## config.mk

```make
export PLATFORM = sky130hd
export DESIGN_NAME = vid_sync_aligner
export DESIGN_NICKNAME = d
export VERILOG_FILES = /design/src/rtl/vid_sync_aligner.sv
export SDC_FILE = /design/constraint.sdc
export NUM_CORES = 1
export LEC_CHECK = 0
export BUFFER_PORTS_ARGS = -buffer_cell sky130_fd_sc_hd__buf_2
export CORE_MARGIN = 8
export CORE_UTILIZATION = 51
export CTS_BUF_LIST = sky130_fd_sc_hd__clkbuf_2
export DETAILED_ROUTE_END_ITERATION = 8
export GPL_TIMING_DRIVEN = 1
export HOLD_SLACK_MARGIN = 0.1
export PLACE_DENSITY = 0.71
export SYNTH_ARGS = -nofsm -noshare
export SYNTH_HDL_FRONTEND = slang
export SYNTH_SLANG_ARGS = --single-unit
```

## constraint.sdc

```tcl
create_clock -name clk -period 5.55 [get_ports clk]
set_clock_uncertainty 0.05 [all_clocks]
set_input_delay 0.2775 -clock clk [delete_from_list [all_inputs] [get_ports clk]]
set_output_delay 0.2775 -clock clk [all_outputs]
set_load 0.02 [all_outputs]
```

## src/rtl/vid_sync_aligner.sv

```systemverilog
module vid_sync_aligner #(
  parameter int HW       = 10,
  parameter int LW       = 10,
  parameter int N_PPL    = 858,
  parameter int P_PPL    = 864,
  parameter int N_ACT    = 720,
  parameter int P_ACT    = 720,
  parameter int N_FLONG  = 263,
  parameter int P_FLONG  = 313,
  parameter int N_VBL    = 20,
  parameter int P_VBL    = 23,
  parameter int N_BST    = 76,
  parameter int P_BST    = 80,
  parameter int BST_W    = 34,
  parameter int HS_W     = 64,
  parameter int VS_LINES = 3
) (
  input  logic          clk,
  input  logic          rst_n,
  input  logic          pal_sel,
  input  logic          slave_hv_en,
  input  logic          master_en,
  input  logic [HW-1:0] h_offset,
  input  logic          hs_in,
  input  logic          vs_in,
  output logic          hs_out,
  output logic          vs_out,
  output logic          field_out,
  output logic          sync_oe,
  output logic [HW-1:0] h_cnt,
  output logic [LW-1:0] line_cnt,
  output logic [2:0]    field_seq,
  output logic          blank,
  output logic          burst_gate,
  output logic          field_err
);

  localparam logic [LW-1:0] LMAX = '1;

  logic          hs_s, hs_p, vs_s, vs_p;
  logic          synced, mst_q;
  logic [HW-1:0] ppl, act, bst, ref_pos, h_next, hdist;
  logic [LW-1:0] flong, fshort, exp_len, vbl, len;
  logic [2:0]    seq_inc;
  logic          hs_fall, vs_fall, fstart, line_tick, fend;

  assign ppl   = pal_sel ? HW'(P_PPL)   : HW'(N_PPL);
  assign act   = pal_sel ? HW'(P_ACT)   : HW'(N_ACT);
  assign bst   = pal_sel ? HW'(P_BST)   : HW'(N_BST);
  assign flong = pal_sel ? LW'(P_FLONG) : LW'(N_FLONG);
  assign vbl   = pal_sel ? LW'(P_VBL)   : LW'(N_VBL);
  assign fshort  = flong - LW'(1);
  assign exp_len = field_seq[0] ? fshort : flong;
  assign seq_inc = (field_seq + 3'd1) & (pal_sel ? 3'd7 : 3'd3);
  assign len     = line_cnt + LW'(1);

  assign ref_pos = (h_offset == '0 || h_offset >= ppl) ? '0 : ppl - h_offset;
  assign h_next  = (h_cnt >= ppl - HW'(1)) ? '0 : h_cnt + HW'(1);
  assign hdist   = (h_cnt >= ref_pos) ? h_cnt - ref_pos : h_cnt + ppl - ref_pos;

  assign hs_fall   = hs_p & ~hs_s;
  assign vs_fall   = vs_p & ~vs_s;
  assign fstart    = slave_hv_en & hs_fall & vs_fall;
  assign line_tick = slave_hv_en ? hs_fall : (h_next == ref_pos);
  assign fend      = ~slave_hv_en & line_tick & (line_cnt >= exp_len - LW'(1));

  always_ff @(posedge clk or negedge rst_n) begin
    if (!rst_n) begin
      hs_s <= 1'b1; hs_p <= 1'b1; vs_s <= 1'b1; vs_p <= 1'b1;
    end else begin
      hs_s <= hs_in; hs_p <= hs_s; vs_s <= vs_in; vs_p <= vs_s;
    end
  end

  always_ff @(posedge clk or negedge rst_n) begin
    if (!rst_n)                    h_cnt <= '0;
    else if (slave_hv_en && hs_fall) h_cnt <= ref_pos;
    else                           h_cnt <= h_next;
  end

  always_ff @(posedge clk or negedge rst_n) begin
    if (!rst_n) begin
      line_cnt  <= '0;
      field_seq <= '0;
      field_err <= 1'b0;
      synced    <= 1'b0;
    end else if (fstart) begin
      line_cnt <= '0;
      if (!synced) begin
        synced    <= 1'b1;
        field_seq <= '0;
      end else if (len == exp_len) begin
        field_seq <= seq_inc;
      end else begin
        field_err <= 1'b1;
        field_seq <= (len == flong) ? 3'd1 : 3'd0;
      end
    end else if (fend) begin
      line_cnt  <= '0;
      field_seq <= seq_inc;
    end else if (line_tick && line_cnt != LMAX) begin
      line_cnt <= line_cnt + LW'(1);
    end
  end

  always_ff @(posedge clk or negedge rst_n) begin
    if (!rst_n)           mst_q <= 1'b0;
    else if (slave_hv_en) mst_q <= master_en;
  end

  assign sync_oe    = mst_q & ~slave_hv_en;
  assign hs_out     = ~(sync_oe & (hdist < HW'(HS_W)));
  assign vs_out     = ~(sync_oe & (line_cnt < LW'(VS_LINES)));
  assign field_out  = field_seq[0];
  assign blank      = (h_cnt >= act) | (line_cnt < vbl);
  assign burst_gate = (hdist >= bst) & (hdist < bst + HW'(BST_W)) &
                      (line_cnt >= LW'(VS_LINES));

endmodule


```

# == Yosys cells after proc, flatten, opt, wreduce, memory -nomap -nowiden ==
# Cells that the tools add are included.
# totals
ff_bits,30
input_bits,17
elab_cells,81
# op_classes
n_addsub,11
order_cmp,11
n_eq_ne,4
n_mux,19
bitwise_logic,19
n_reduce_logical,7
# ops
op,count
two-way mux 10 bit,8
greater-or-equal comparator 10 bit,4
subtractor 10 bit,3
"adder 10 x 1 -> 10 bit, second input constant",2
== test 10 bit,2
two-way mux 3 bit,5
two-way mux 6 bit,2
AND 1 bit,11
adder 10 bit,1
== test 10 x 9 -> 1 bit,1
"greater-or-equal comparator 10 bit, second input constant",1
"greater-or-equal comparator 10 x 2 -> 1 bit, second input constant",1
greater-or-equal comparator 10 x 7 -> 1 bit,1
zero test 10 bit,1
"less-than comparator 10 x 2 -> 1 bit, second input constant",1
less-than comparator 10 x 5 -> 1 bit,1
"less-than comparator 10 x 7 -> 1 bit, second input constant",1
less-than comparator 10 x 8 -> 1 bit,1
"inequality test 10 bit, second input constant",1
"subtractor 10 x 1 -> 10 bit, second input constant",1
"subtractor 9 x 1 -> 10 bit, second input constant",1
"subtractor 9 x 2 -> 10 bit, second input constant",1
"adder 7 x 6 -> 8 bit, second input constant",1
inverter 1 bit,6
other kinds (11),13

# == Longest topological paths before layout ==
# depth
ltp_word,10
ltp_mapped,25

# == Worst setup path before layout ==
# OpenSTA, ideal clock, no wires.
# synth_timing
path_kind,input to output
from,input port pal_sel
to,output port burst_gate
t_arrival_ns,4.875
required_time_ns,5.223
setup_slack_ns,0.347
cell_stages,23
path_buffers,1
cell_sequence,clkbuf_1 inv_1 ha_1 a21oi_1 nand2_1 a31o_2 nand2_1 nor2_1 fa_1 inv_1 ha_1 inv_1 fa_1 nor2b_1 o21ai_0 a21boi_0 o21ai_0 a21boi_0 o21ai_0 nor3b_1 nor3_1 a2bb2oi_1 o211a_1
# synth_between
elab_chain_len,9
# synth_rtl
item,line,rtl
from (decl),20,"input logic pal_sel,"
two-way mux 6 bit,47,assign ppl = pal_sel ? HW'(P_PPL) : HW'(N_PPL);
greater-or-equal comparator 10 bit,57,assign ref_pos = (h_offset == '0 || h_offset >= ppl) ? '0 : ppl - h_offset;
logical OR 1 bit,57,
two-way mux 10 bit,57,
subtractor 10 bit / greater-or-equal comparator 10 bit (equally long branches),59,assign hdist = (h_cnt >= ref_pos) ? h_cnt - ref_pos : h_cnt + ppl - ref_pos;
two-way mux 10 bit,59,
greater-or-equal comparator 10 x 7 -> 1 bit / less-than comparator 10 x 8 -> 1 bit (equally long branches),116,assign burst_gate = (hdist >= bst) & (hdist < bst + HW'(BST_W)) &
AND 1 bit * (2 in a row),116,
to (decl),34,"output logic burst_gate,"
# Every way passes the cells marked *; elsewhere a longest branch is shown, timed or not.

# == Worst setup path in the final report ==
# Ends and elaborated chain as after synthesis.

==> metrics.csv <==
metric,value,unit
seq_area_frac_synth,18.7,%
critical_path_required,5.22,ns
cts-buffers-inserted,5,
worst_skew_pair.late_latency,0.38,ns
area.growth.synth_to_final,12.6,%
timing.critical_path.mode_cell,sky130_fd_sc_hd__o21ai_0,
critPathArrivalTime,4.93,ns
final_cell_count_no_fill,654,
mostFrequentLayoutCells,"57 x sky130_fd_sc_hd__inv_1, 46 x sky130_fd_sc_hd__ha_1, 46 x sky130_fd_sc_hd__buf_2",
dr.pass1.iters,8,
grt-ovfl-total,0,
grt_antenna_before_repair,0,
grt_first_pass_wirelength,19000,microns
synth.lib_cells_used.distinct,70,
final_core_utilization,59.1,%
cts.root.buffer_cell,sky130_fd_sc_hd__clkbuf_2,
slew_headroom,37.4,%
placement.io_buffers,46,
numPlacedInstances,642,
fp-row-count,32,
die-width,105,microns
route.detailed.drc,0,
synth-edff-count,0,
min_period_over_period,94.7,%
design.die.area,0.0110,sq mm
critPathCaptureType,output pin,
synth_flop_type,sky130_fd_sc_hd__dfrtp_1,
tritoncts_num_sinks,30,
maximum_number_of_pins_on_one_net_before_global_route_repair,31,
dieHeight,105,microns
setup_viol_count_final,0,
grt_pass1_vias,3937,
core-area,0.00769,sq mm
post_synth_inst_count,500,
max-clock-path-buffers,2,
post_synth.cell_area_avg,8.07,sq um
routedWlPerCell,17.5,microns
finalCriticalPeriod,5.26,ns
clk_pin_slew,0.18,ns
insertedDiodeCount,0,
number_of_antenna_violating_nets_in_the_routed_design,0,
max_cap_viol_count,0,
synth_warnings,0,
crit_path_max_fanout,6,
grt_setup_unrepaired,no,
crit_path_top_delay_cell,sky130_fd_sc_hd__o31ai_1,
power.density_cell_area,463,mW/mm^2
outcome,finished clean,
criticalPathCategory,primary input to output pin,
worst_setup_path_start_kind,primary input,
floorplan.io_pins,47,
hold_path.class,primary input to register,
detail_route.vias_per_cell,6.20,
routed_wl,11400,microns
grt_util_all_layers,20.6,%
cts_tree,yes,
synthArstFlopShare,100,%
filler_cell_count_in_the_final_layout,747,
vdd.ir_drop.worst,331,uV
totalPowerFinal,2.10,mW
critical_path.top_delay_family,compound AO/OA/AOI/OAI gates,
fin_setup_tns,0,ns
flops_latches_synth,30,
postPlaceCellArea,0.00439,sq mm
cp_slowest_stage_delay,0.48,ns
ctsHtreeMaxLevel,2,
place_congestion,0.927,
crit_chain,buf_2 -> inv_1 -> ha_1 -> nand3b_1 -> o31ai_1 -> nor2_1 -> nand2_1 -> fa_1 -> ha_1 -> nor2b_1 -> o21ai_0 -> a21boi_1 -> o21ai_0 -> a21boi_1 -> o21ai_0 -> nor3b_1 -> o21bai_1 -> a2bb2oi_2 -> o211a_1 -> buf_2,
post_cts_setup_repair_bufs,0,
timing.final.hold_violations,0,
layout.cells.most_common,sky130_fd_sc_hd__inv_1,
cellLeakagePower,2.19,nW
worst-slew-pin-transition,0.936,ns
max_clock_freq,190,MHz
synth_area,0.00403,sq mm
hpwlAfterDp,8960,microns
num_vias,4055,
finalNetCount,622,
drt_first_iter_violations,263,
drive_gt1_share,16.8,%
critical_path.n_buffers_inverters,3,
finish.instance_area,0.00454,sq mm
initial_core_util,52.5,%
slew_viol_final,0,
mappedNetlistNets,571,
## layer usage
layer  share of wire [%]  wire length, microns  up-vias  track usage, %
met1                  43                  4930     1948            25.2
met2                  48                  5540      149            35.1
met5                   0                     0        -               0
met4                 2.6                   301        0            7.03
met3                 5.9                   676       30            4.30
li1                    -                     -     1928               -
## where the power goes
part,total (mW),switching (mW),internal [mW],leakage [nW]
clock network,0.206,0.0859,0.120,0.0506
logic,1.50,0.874,0.628,1.78
registers,0.394,0.124,0.269,0.360
total,2.10,1.08,1.02,2.19
## synthesized netlist by cell type, types with 7 or more instances
cell type	number	area share, %
sky130_fd_sc_hd__a21oi_1	24	3.0
sky130_fd_sc_hd__o211ai_1	7	1.3
sky130_fd_sc_hd__nand2_1	33	3.1
sky130_fd_sc_hd__nor2_1	29	2.7
sky130_fd_sc_hd__xnor2_1	17	3.7
sky130_fd_sc_hd__or3_1	7	1.1
sky130_fd_sc_hd__nor3_1	9	1.1
sky130_fd_sc_hd__a21o_1	11	2.0
sky130_fd_sc_hd__dfrtp_1	26	16
sky130_fd_sc_hd__nand4_1	8	1.2
sky130_fd_sc_hd__a211oi_1	9	1.7
sky130_fd_sc_hd__inv_1	57	5.3
sky130_fd_sc_hd__ha_1	46	14
sky130_fd_sc_hd__nor2b_1	7	1.1
sky130_fd_sc_hd__nand3_1	19	2.4
sky130_fd_sc_hd__and3_1	8	1.2
sky130_fd_sc_hd__o21ai_0	34	4.2
sky130_fd_sc_hd__fa_1	8	4.0
sky130_fd_sc_hd__xor2_1	8	1.7
sky130_fd_sc_hd__clkbuf_1	10	0.93
sky130_fd_sc_hd__a31oi_1	7	1.1
sky130_fd_sc_hd__nand2b_1	8	1.2
## final timing paths
check	cells past startpoint	to	startpoint	slack, ns
setup reg to reg	11	line_cnt[5]$_DFFE_PN0P_	h_cnt[1]$_DFF_PN0_	1.71
hold reg to reg	0	hs_p$_DFF_PN1_	hs_s$_DFF_PN1_	0.33
hold / removal	2	mst_q$_DFFE_PN0P_	slave_hv_en	0.14
setup / recovery	20	burst_gate	pal_sel	0.29
max in group asynchronous	2	h_cnt[2]$_DFF_PN0_	rst_n	4.55
min in group asynchronous	2	line_cnt[1]$_DFFE_PN0P_	rst_n	0.41
## cell families (layout without fill, tap and decap cells)
logic type               after synthesis  in the layout  share of synthesized area [%]
multiplexers                           6              6                           1.83
flip-flops                            30             30                           18.7
buffers and inverters                 71            123                           6.79
AO/OA/AOI/OAI                        144            144                           25.2
adder cells (fa/ha/maj)               54             54                           18.2
AND/OR/NAND/NOR                      170            170                           23.7
XOR/XNOR                              25             25                           5.43
## metrics by stage
step	setup slack (ns)	hold slack, ns
after global placement	0.373	0.304
after CTS	0.132	0.124
final	0.294	0.137
after detailed placement	0.168	0.306
after floorplan	0.347	-0.0681
after global routing	0.0334	0.126
## cell type report
class	count	area (sq um)	share of cell area, %
clock inverters	3	63.8	1.40
well taps	102	128	2.81
inverters	57	214	4.71
multi-input cells	399	3030	66.6
clock buffers	5	25.0	0.551
flip-flops and latches	30	756	16.6
repair buffers	58	330	7.27
## state kept, by name, summed over array words and instances (netlist names)
register and flops:
hs_p 1, mst_q 1, field_err 1, h_cnt 10, field_seq 3, vs_p 1
synced 1, vs_s 1, line_cnt 10, hs_s 1
## worst register-to-register path, delay by kind of cell (launching register included)
family | cells | cell delay [ns]
flip-flops | 1 | 0.54
multiplexers | 1 | 0.48
AO/OA/AOI/OAI | 6 | 1.57
AND/OR/NAND/NOR | 3 | 0.84
adder cells (fa/ha/maj) | 1 | 0.29
## timing repair
item	4_1_cts	5_1_grt
gates resized for setup	0	8
hold buffers	4	0
setup endpoints to repair	0	2
endpoints found under the hold margin	29	0
Note: power is estimated with default switching activity, not from simulation.
